<file path="src/rtl/dot_pkg.sv">
package dot_pkg;
  typedef enum logic [1:0] {
    ST_IDLE = 2'd0,
    ST_RUN  = 2'd1,
    ST_DONE = 2'd2
  } dot_state_e;
endpackage

</file>
<file path="src/rtl/dot_lane_mul.sv">
module dot_lane_mul #(
  parameter int LANES  = 4,
  parameter int DATA_W = 16,
  localparam int PW    = 2 * DATA_W
) (
  input  logic                  clk,
  input  logic                  rst_n,
  input  logic                  in_fire,
  input  logic [LANES*DATA_W-1:0] a_vec,
  input  logic [LANES*DATA_W-1:0] b_vec,
  output logic                  out_valid,
  output logic [LANES*PW-1:0]   prod_vec
);
  function automatic logic signed [PW-1:0] mul_pair(
    input logic signed [DATA_W-1:0] x,
    input logic signed [DATA_W-1:0] y
  );
    return PW'(x) * PW'(y);
  endfunction

  for (genvar l = 0; l < LANES; l++) begin : g_lane
    always_ff @(posedge clk) begin
      if (!rst_n) begin
        prod_vec[l*PW +: PW] <= '0;
      end else if (in_fire) begin
        prod_vec[l*PW +: PW] <= mul_pair(a_vec[l*DATA_W +: DATA_W],
                                         b_vec[l*DATA_W +: DATA_W]);
      end
    end
  end

  always_ff @(posedge clk) begin
    if (!rst_n) out_valid <= 1'b0;
    else        out_valid <= in_fire;
  end

  // a product stage is loaded only by a consumed beat
  a_r2_prod_follows_fire: assert property (@(posedge clk) disable iff (!rst_n)
    in_fire |=> out_valid);
endmodule

</file>
<file path="src/rtl/dot_adder_tree.sv">
module dot_adder_tree #(
  parameter int LANES = 4,
  parameter int IN_W  = 32,
  localparam int LG   = (LANES > 1) ? $clog2(LANES) : 0,
  localparam int OUT_W = IN_W + LG,
  localparam int NODES = 2 * LANES - 1
) (
  input  logic                    clk,
  input  logic                    rst_n,
  input  logic                    in_valid,
  input  logic [LANES*IN_W-1:0]   in_vec,
  output logic                    out_valid,
  output logic signed [OUT_W-1:0] out_sum
);
  function automatic logic signed [OUT_W-1:0] widen(input logic signed [IN_W-1:0] v);
    return OUT_W'(v);
  endfunction

  logic signed [OUT_W-1:0] node [NODES];

  for (genvar l = 0; l < LANES; l++) begin : g_leaf
    assign node[LANES-1+l] = widen(in_vec[l*IN_W +: IN_W]);
  end

  for (genvar n = 0; n < LANES - 1; n++) begin : g_node
    assign node[n] = node[2*n+1] + node[2*n+2];
  end

  always_ff @(posedge clk) begin
    if (!rst_n) begin
      out_valid <= 1'b0;
      out_sum   <= '0;
    end else begin
      out_valid <= in_valid;
      if (in_valid) out_sum <= node[0];
    end
  end

  // partial sums only appear one cycle after products arrive
  a_r3_tree_timing: assert property (@(posedge clk) disable iff (!rst_n)
    !in_valid |=> !out_valid);
endmodule

</file>
<file path="src/rtl/dot_ctrl.sv">
module dot_ctrl #(
  parameter int LANES = 4,
  parameter int CNT_W = 12,
  localparam int LG   = (LANES > 1) ? $clog2(LANES) : 0
) (
  input  logic             clk,
  input  logic             rst_n,
  input  logic             start,
  input  logic [CNT_W-1:0] n_elems,
  input  logic             a_valid,
  input  logic             b_valid,
  input  logic             pipe_busy,
  input  logic             res_ready,
  output logic             a_ready,
  output logic             b_ready,
  output logic             beat_fire,
  output logic             job_take,
  output logic             res_valid,
  output logic             busy
);
  import dot_pkg::*;

  dot_state_e       state;
  logic [CNT_W-1:0] beats_left;
  logic             want_beat;
  logic             drain_done;
  logic             res_take;

  function automatic logic [CNT_W-1:0] beats_of(input logic [CNT_W-1:0] n);
    return n >> LG;
  endfunction

  assign want_beat  = (state == ST_RUN) && (beats_left != '0);
  assign a_ready    = want_beat && b_valid;
  assign b_ready    = want_beat && a_valid;
  assign beat_fire  = want_beat && a_valid && b_valid;
  assign job_take   = (state == ST_IDLE) && start;
  assign drain_done = (state == ST_RUN) && (beats_left == '0) && !pipe_busy;
  assign res_valid  = (state == ST_DONE);
  assign res_take   = res_valid && res_ready;
  assign busy       = (state != ST_IDLE);

  always_ff @(posedge clk) begin
    if (!rst_n) begin
      state      <= ST_IDLE;
      beats_left <= '0;
    end else begin
      case (state)
        ST_IDLE: if (start) begin
          state      <= ST_RUN;
          beats_left <= beats_of(n_elems);
        end
        ST_RUN: begin
          if (beat_fire) beats_left <= beats_left - 1'b1;
          if (drain_done) state <= ST_DONE;
        end
        ST_DONE: if (res_take) state <= ST_IDLE;
        default: state <= ST_IDLE;
      endcase
    end
  end

  // both streams handshake together
  a_r2_paired: assert property (@(posedge clk) disable iff (!rst_n)
    (a_valid && a_ready) == (b_valid && b_ready));
  // no beat taken while idle
  a_r5_idle_closed: assert property (@(posedge clk) disable iff (!rst_n)
    !busy |-> !(a_ready || b_ready));
  // no beat taken once the result is pending
  a_r4_no_late_beat: assert property (@(posedge clk) disable iff (!rst_n)
    res_valid |-> !(a_ready || b_ready));
  // pending result stays offered
  a_r6_hold_result: assert property (@(posedge clk) disable iff (!rst_n)
    (res_valid && !res_ready) |=> (res_valid && busy));
  // busy drops after the result is taken
  a_r7_release: assert property (@(posedge clk) disable iff (!rst_n)
    res_take |=> !busy);
  // start during a running job leaves the count alone
  a_r8_ignore_run: assert property (@(posedge clk) disable iff (!rst_n)
    (state == ST_RUN && start && !beat_fire) |=> (beats_left == $past(beats_left)));
  // start during the result cycle does not open a job
  a_r8_ignore_done: assert property (@(posedge clk) disable iff (!rst_n)
    (state == ST_DONE && start) |=> (state != ST_RUN));
  // accepted start raises busy
  a_r1_start_busy: assert property (@(posedge clk) disable iff (!rst_n)
    job_take |=> busy);
endmodule

</file>
<file path="src/rtl/vec_dot_stream.sv">
module vec_dot_stream #(
  parameter int LANES  = 4,
  parameter int DATA_W = 16,
  parameter int CNT_W  = 12,
  localparam int PW    = 2 * DATA_W,
  localparam int LG    = (LANES > 1) ? $clog2(LANES) : 0,
  localparam int TW    = PW + LG,
  localparam int ACC_W = PW + CNT_W
) (
  input  logic                    clk,
  input  logic                    rst_n,
  input  logic                    start,
  input  logic [CNT_W-1:0]        n_elems,
  output logic                    busy,
  input  logic                    a_valid,
  output logic                    a_ready,
  input  logic [LANES*DATA_W-1:0] a_data,
  input  logic                    b_valid,
  output logic                    b_ready,
  input  logic [LANES*DATA_W-1:0] b_data,
  output logic                    res_valid,
  input  logic                    res_ready,
  output logic [ACC_W-1:0]        res_data
);
  logic                 beat_fire;
  logic                 job_take;
  logic                 prod_valid;
  logic [LANES*PW-1:0]  prod_vec;
  logic                 part_valid;
  logic signed [TW-1:0] part_sum;
  logic signed [ACC_W-1:0] acc;
  logic                 pipe_busy;

  assign pipe_busy = prod_valid || part_valid;

  dot_ctrl #(.LANES(LANES), .CNT_W(CNT_W)) u_ctrl (
    .clk       (clk),
    .rst_n     (rst_n),
    .start     (start),
    .n_elems   (n_elems),
    .a_valid   (a_valid),
    .b_valid   (b_valid),
    .pipe_busy (pipe_busy),
    .res_ready (res_ready),
    .a_ready   (a_ready),
    .b_ready   (b_ready),
    .beat_fire (beat_fire),
    .job_take  (job_take),
    .res_valid (res_valid),
    .busy      (busy)
  );

  dot_lane_mul #(.LANES(LANES), .DATA_W(DATA_W)) u_mul (
    .clk       (clk),
    .rst_n     (rst_n),
    .in_fire   (beat_fire),
    .a_vec     (a_data),
    .b_vec     (b_data),
    .out_valid (prod_valid),
    .prod_vec  (prod_vec)
  );

  dot_adder_tree #(.LANES(LANES), .IN_W(PW)) u_tree (
    .clk       (clk),
    .rst_n     (rst_n),
    .in_valid  (prod_valid),
    .in_vec    (prod_vec),
    .out_valid (part_valid),
    .out_sum   (part_sum)
  );

  function automatic logic signed [ACC_W-1:0] acc_add(
    input logic signed [ACC_W-1:0] base,
    input logic signed [TW-1:0]    part
  );
    return base + ACC_W'(part);
  endfunction

  always_ff @(posedge clk) begin
    if (!rst_n)          acc <= '0;
    else if (job_take)   acc <= '0;
    else if (part_valid) acc <= acc_add(acc, part_sum);
  end

  assign res_data = acc;

  // offered result does not move while waiting
  a_r6_data_stable: assert property (@(posedge clk) disable iff (!rst_n)
    (res_valid && !res_ready) |=> $stable(res_data));
  // pipeline is empty whenever the result is offered
  a_r4_drained: assert property (@(posedge clk) disable iff (!rst_n)
    res_valid |-> !pipe_busy);
endmodule

</file>
<file path="config.mk">
export PLATFORM = sky130hd
export DESIGN_NAME = vec_dot_stream
export DESIGN_NICKNAME = d
export VERILOG_FILES = /design/src/rtl/dot_pkg.sv /design/src/rtl/dot_lane_mul.sv /design/src/rtl/dot_adder_tree.sv /design/src/rtl/dot_ctrl.sv /design/src/rtl/vec_dot_stream.sv
export SDC_FILE = /design/constraint.sdc
export NUM_CORES = 2
export LEC_CHECK = 0
export BUFFER_PORTS_ARGS = -buffer_cell sky130_fd_sc_hd__buf_2
export CELL_PAD_IN_SITES_DETAIL_PLACEMENT = 0
export CELL_PAD_IN_SITES_GLOBAL_PLACEMENT = 1
export CORE_AREA = 4 4 341 343
export DETAILED_ROUTE_END_ITERATION = 12
export DIE_AREA = 0 0 345 347
export GPL_TIMING_DRIVEN = 0
export PLACE_DENSITY_LB_ADDON = 0.3
export SYNTH_ARGS = -nofsm -noshare
export SYNTH_HDL_FRONTEND = slang
export SYNTH_SLANG_ARGS = --single-unit
</file>
<file path="constraint.sdc">
create_clock -name clk -period 6.3 [get_ports clk]
set_input_delay 0.315 -clock clk [delete_from_list [all_inputs] [get_ports clk]]
set_output_delay 0.315 -clock clk [all_outputs]
set_load 0.05 [all_outputs]
</file>
# After elaboration in Yosys (flattened, before gate mapping)
# Index checks and enable logic that the tools add are counted.
[totals]
reg_bits = 222
input_bits = 146
output_inout_bits = 48
word_cells = 51
[op_classes]
add_sub_neg = 5
n_mul = 4
eq_ne = 6
mux = 7
n_bitwise = 1
reduce_logical = 18
[ops]
columns = ["operator", "n"]
rows = [
  ["$mul 16x16->32", 4],
  ["$add 32x32->33", 2],
  ["$add 44x34->44", 1],
  ["$add 33x33->34", 1],
  ["$mux 12", 2],
  ["$pmux 12 s2", 1],
  ["$logic_not 12->1", 1],
  ["$reduce_bool 12->1", 1],
  ["$sub 12x1->12 const B", 1],
  ["$logic_and 1x1->1", 8],
  ["$mux 2", 3],
  ["$pmux 2 s3", 1],
  ["$reduce_and 3->1", 2],
  ["$ne 2x1->1 const B", 2],
  ["$ne 2x2->1 const B", 2],
  ["$reduce_bool 2->1", 2],
  ["$eq 2x1->1 const B", 1],
  ["$eq 2x2->1 const B", 1],
  ["$logic_not 2->1", 1],
  ["$reduce_or 2->1", 1],
  ["$logic_not 1->1", 1],
  ["$logic_or 1x1->1", 1],
  ["$not 1->1", 1],
]

# Depth between registers and ports, before layout
[depth]
word_depth = 6
ltp_mapped = 25
depth_no_buf = 24

# Modules after synthesis
# From an unflattened synthesis, not the netlist that was laid out.
[hier_totals]
cells_unflattened = 6191
hier_area_um2 = 54499.8
[modules_own_cells]
columns = ["mod", "instances", "cells_each", "area_each_um2"]
rows = [
  ["dot_lane_mul", 1, 4733, 43406.6],
  ["dot_adder_tree", 1, 827, 6224.7],
  ["vec_dot_stream", 1, 507, 3901.2],
  ["dot_ctrl", 1, 124, 967.2],
]

# Worst setup path after synthesis
# Ideal clock, no wire load.
[synth_path]
path_type = "in2reg"
start = "input a_data[63]"
end = "register u_mul.prod_vec[127]"
setup_ps = 117
arrival_ps = 6249
required_ps = 6183
slack_ps = -67
stages = 24
path_buffers = 1
path_cell_list = "clkbuf_1 nand2_1 inv_1 fa_1 inv_1 fa_1 fa_1 inv_1 fa_1 fa_1 inv_1 fa_1 inv_1 ha_1 a21o_1 a21o_1 a2111oi_4 o32ai_1 a211oi_2 o21bai_1 a21oi_2 o21ai_2 or4_1 a32o_1"
[synth_via]
elab_chain_len = 1
[synth_lines]
columns = ["item", "line", "source"]
rows = [
  ["from (decl)", "vec_dot_stream.sv:17", "input logic [LANES*DATA_W-1:0] a_data,"],
  ["$mul 16x16->32", "dot_lane_mul.sv:18", "return PW'(x) * PW'(y);"],
  ["to (signal, indexed assignment)", "dot_lane_mul.sv:26", "prod_vec[l*PW +: PW] <= mul_pair(a_vec[l*DATA_W +: DATA_W],"],
  ["to (decl)", "dot_lane_mul.sv:12", "output logic [LANES*PW-1:0] prod_vec"],
]
# Every way passes these cells.
# A chain may end at the register's enable or synchronous reset.

# Worst setup path after layout
[layout_path]
start = "input a_data[24]"
end = "register u_mul.prod_vec[62]"
# The elaborated chain is that of the path after synthesis.

==> flow_summary.toml <==
[yosys]
yosysSeqAreaShare = 0.0858
synth-seq-cells = 222
synth_ff_type = "dfxtp_1"
synth_nets = 7418
yosysWarnings = 0
synth_edf_count = 0
syn_area_per_cell_um2 = 9.00
syn_inst = 5753
ys_async_sr_fraction = 0
synth.distinct_cells = 78
syn-cell-area_um2 = 51800

[timing]
setup_tns_ns = 0
period_needed_ns = 6.11
slew-limit-headroom = 0.231
rsz0062_at_grt = "true"
period_share = 0.970
setup_slack_ns = 0.192
setup_viol = 0
slew_viol_final = 0
hold_violations = 0
fin_worst_skew_ns = 0.0269
clock.fmax_ghz = 0.164
worstMarginPinSlew_ns = 1.15

[floorplan]
num_io_pins = 194
core_um2 = 114000
core.rowCount = 124
die_width_um = 345
die-area_um2 = 120000
start_util = 0.456
die_height_um = 347

[routing]
postRouteAntennaNets = 0
post_drt_via_cell_ratio = 5.24
drc = 0
wl_um = 146000
vias = 39163
post_drt_wl_per_cell_um = 19.5
drtIter0Drc = 2182
dr.pass1.iters = 7

[grt]
use_met2 = 0.436
grt_use_total = 0.248
grt_max_degree = 17
grt_first_pass_wirelength_um = 235000
antenna_found_initial = 4
grt_busiest_layer = "met2"
overflow = 0
use_met3 = 0.0222
grt_pass1_vias = 41684
met1_usage = 0.334

[critical_path]
setup.worst_path.end_class = "flop"
critPathKind = "in2reg"
worstPathMaxFanout = 10
cp_cell_sequence = "buf_2 -> buf_2 -> nand2_1 -> fa_1 -> fa_1 -> inv_1 -> fa_1 -> inv_1 -> fa_1 -> inv_1 -> fa_1 -> fa_1 -> ha_1 -> a21o_1 -> a21o_1 -> a21oi_1 -> o21ai_0 -> a311oi_2 -> o31a_1 -> o31a_1 -> o21bai_1 -> xnor2_1 -> o21ai_0"
cp_data_arrival_time_ns = 6.52
required_ns = 6.71
cp_common_cell = "fa_1"
critPathLaunchType = "input port"
crit_path_top_delay_cell = "fa_1"
worst_path_largest_cell_delay_ns = 0.54

[layout]
multi_input_area_um2 = 42300
num-fill-cells = 11115
design_area_um2 = 55900
syn_to_final_growth_pct = 8.00
seqCellArea_um2 = 4440
post-route-util = 0.492
fin_nets = 7603
drive_gt1_frac = 0.0660

[placed_design]
io_buffers = 190
postPlaceCellArea_um2 = 54600
dp_slack_ns = -1.27
hpwl_um = 127000
gp_congestion = 0.937

[clock_network]
clock-sinks = 222
clockBufferDepth = 3
worst_skew_pair.late_latency_ns = 0.56
cts_hold_buf = 0
clkSlewWorstSetupHoldPaths_ns = 0.06
cts-root-buf = "clkbuf_16"
numCtsBuffers = 26
htree_levels = 1
cts_tree = "done"

[run_status]
outcome = "completed"

[min_path]
hold_path_class = "in2reg"

[run]
drv_cap = 0
worst max-delay path: cells and delay by family:
family                     cells  cell delay [ns]
adders and majority gates      7             3.42
xor gates and xnor gates       1             0.20
and+or+nand+nor                1             0.12
AOI/OAI and AO/OA              9             1.77
buffers and inverters          5             0.67
placed cells by master (no fill, tap or decap), types with 15 or more instances in the layout:
cell       instances
a211oi_1          39
a21o_1            87
a21oi_1          247
a31oi_1           18
and2_1           498
and3_1            18
buf_2            188
buf_4             41
clkbuf_1          72
clkbuf_16         26
clkbuf_2          16
clkbuf_4          23
dfxtp_1          222
fa_1            1106
ha_1             396
inv_1           1178
mux2i_1           45
nand2_1          760
nand2b_1          33
nand3_1           47
nand4_1           15
nor2_1           209
nor2b_1           19
nor3_1            34
o211ai_1          19
o21a_1            31
o21ai_0          108
o21bai_1          34
xnor2_1          147
xor2_1            49
path summary, 6_finish.rpt:
| kind | from | to | slack [ns] | cells past startpoint |
|---|---|---|---|---|
| worst max-delay path | a_data[24] | u_mul.prod_vec[62] | 0.19 | 23 |
| worst min register to register | u_mul.prod_vec[93] | u_mul.prod_vec[93] | 0.48 | 2 |
| worst min-delay path | n_elems[2] | u_ctrl.beats_left[0] | 0.03 | 3 |
| worst max register to register | u_mul.prod_vec[81] | u_tree.out_sum[32] | 1.93 | 13 |
state kept, by name (all words and copies together), names as in the netlist:
signal / flops
u_mul.prod_vec: 128
res_data: 44
u_tree.out_sum: 34
u_ctrl.beats_left: 12
u_ctrl.state: 2
u_mul.out_valid: 1
u_tree.out_valid: 1
area by class of cell:
type | instances | area share
Multi-Input combinational cell | 4148 | 0.756
Sequential cell | 222 | 0.0795
Inverter | 1180 | 0.0792
Tap cell | 1512 | 0.0338
Timing Repair Buffer | 202 | 0.0192
Buffer | 158 | 0.0164
Clock buffer | 31 | 0.0123
Clock inverter | 15 | 0.00322
Antenna cell | 3 | 0.000134
kinds of logic after synthesis:
logic type               Yosys count  share of synthesized area
multiplexers                      45                    0.00870
AND/OR/NAND/NOR                 1683                      0.155
flip-flops                       222                     0.0858
AO/OA/AOI/OAI                    703                     0.0869
buffers and inverters           1383                      0.101
adder cells (fa/ha/maj)         1519                      0.529
XOR/XNOR                         198                     0.0335
synth_stat cells (all sizes together), types with 11 or more instances:
cell,instances,area (µm²)
xor2,51,447
or3,13,81.3
dfxtp,222,4440
buf,25,134
a21oi,250,1260
nor3,35,175
o21ai,116,588
clkbuf,178,668
fa,1114,22300
xnor2,147,1290
nand2b,33,206
a211oi,41,318
and3,18,113
nor2,211,795
a21o,87,653
a31o,13,114
nand3,47,235
mux2i,45,450
nand4,15,93.8
o21bai,35,263
and2,498,3120
inv,1179,4430
nand2,761,2860
nor2b,19,119
o21a,31,233
o211ai,19,143
a31oi,21,146
ha,405,5070
o22ai,11,68.8
layer usage:
layer  wire, µm  share of wire  up-vias
met3       6610          0.045      221
li1           -              -    17957
met5          0              0        -
met1      62300           0.43    20040
met4       3950          0.027        0
met2      73000           0.50      945
timing repair:
item                       4_1_cts  5_1_grt
setup buffers                    5        7
setup endpoints to repair       24       26
pin swaps                        7       16
resized for setup              115      148
stage by stage:
stage | cells | hold slack (ns)
2_1_floorplan | 5753 | 0.429
3_3_place_gp | 7455 | 0.459
3_5_place_dp | 7455 | 0.468
4_1_cts | 7479 | 0.0161
5_1_grt | 7470 | 0.0403
6_report | 7471 | 0.0299
Power is left out: the tool's default activity adds up to more than one toggle a clock period on the data nets, which glitch-free logic cannot reach.
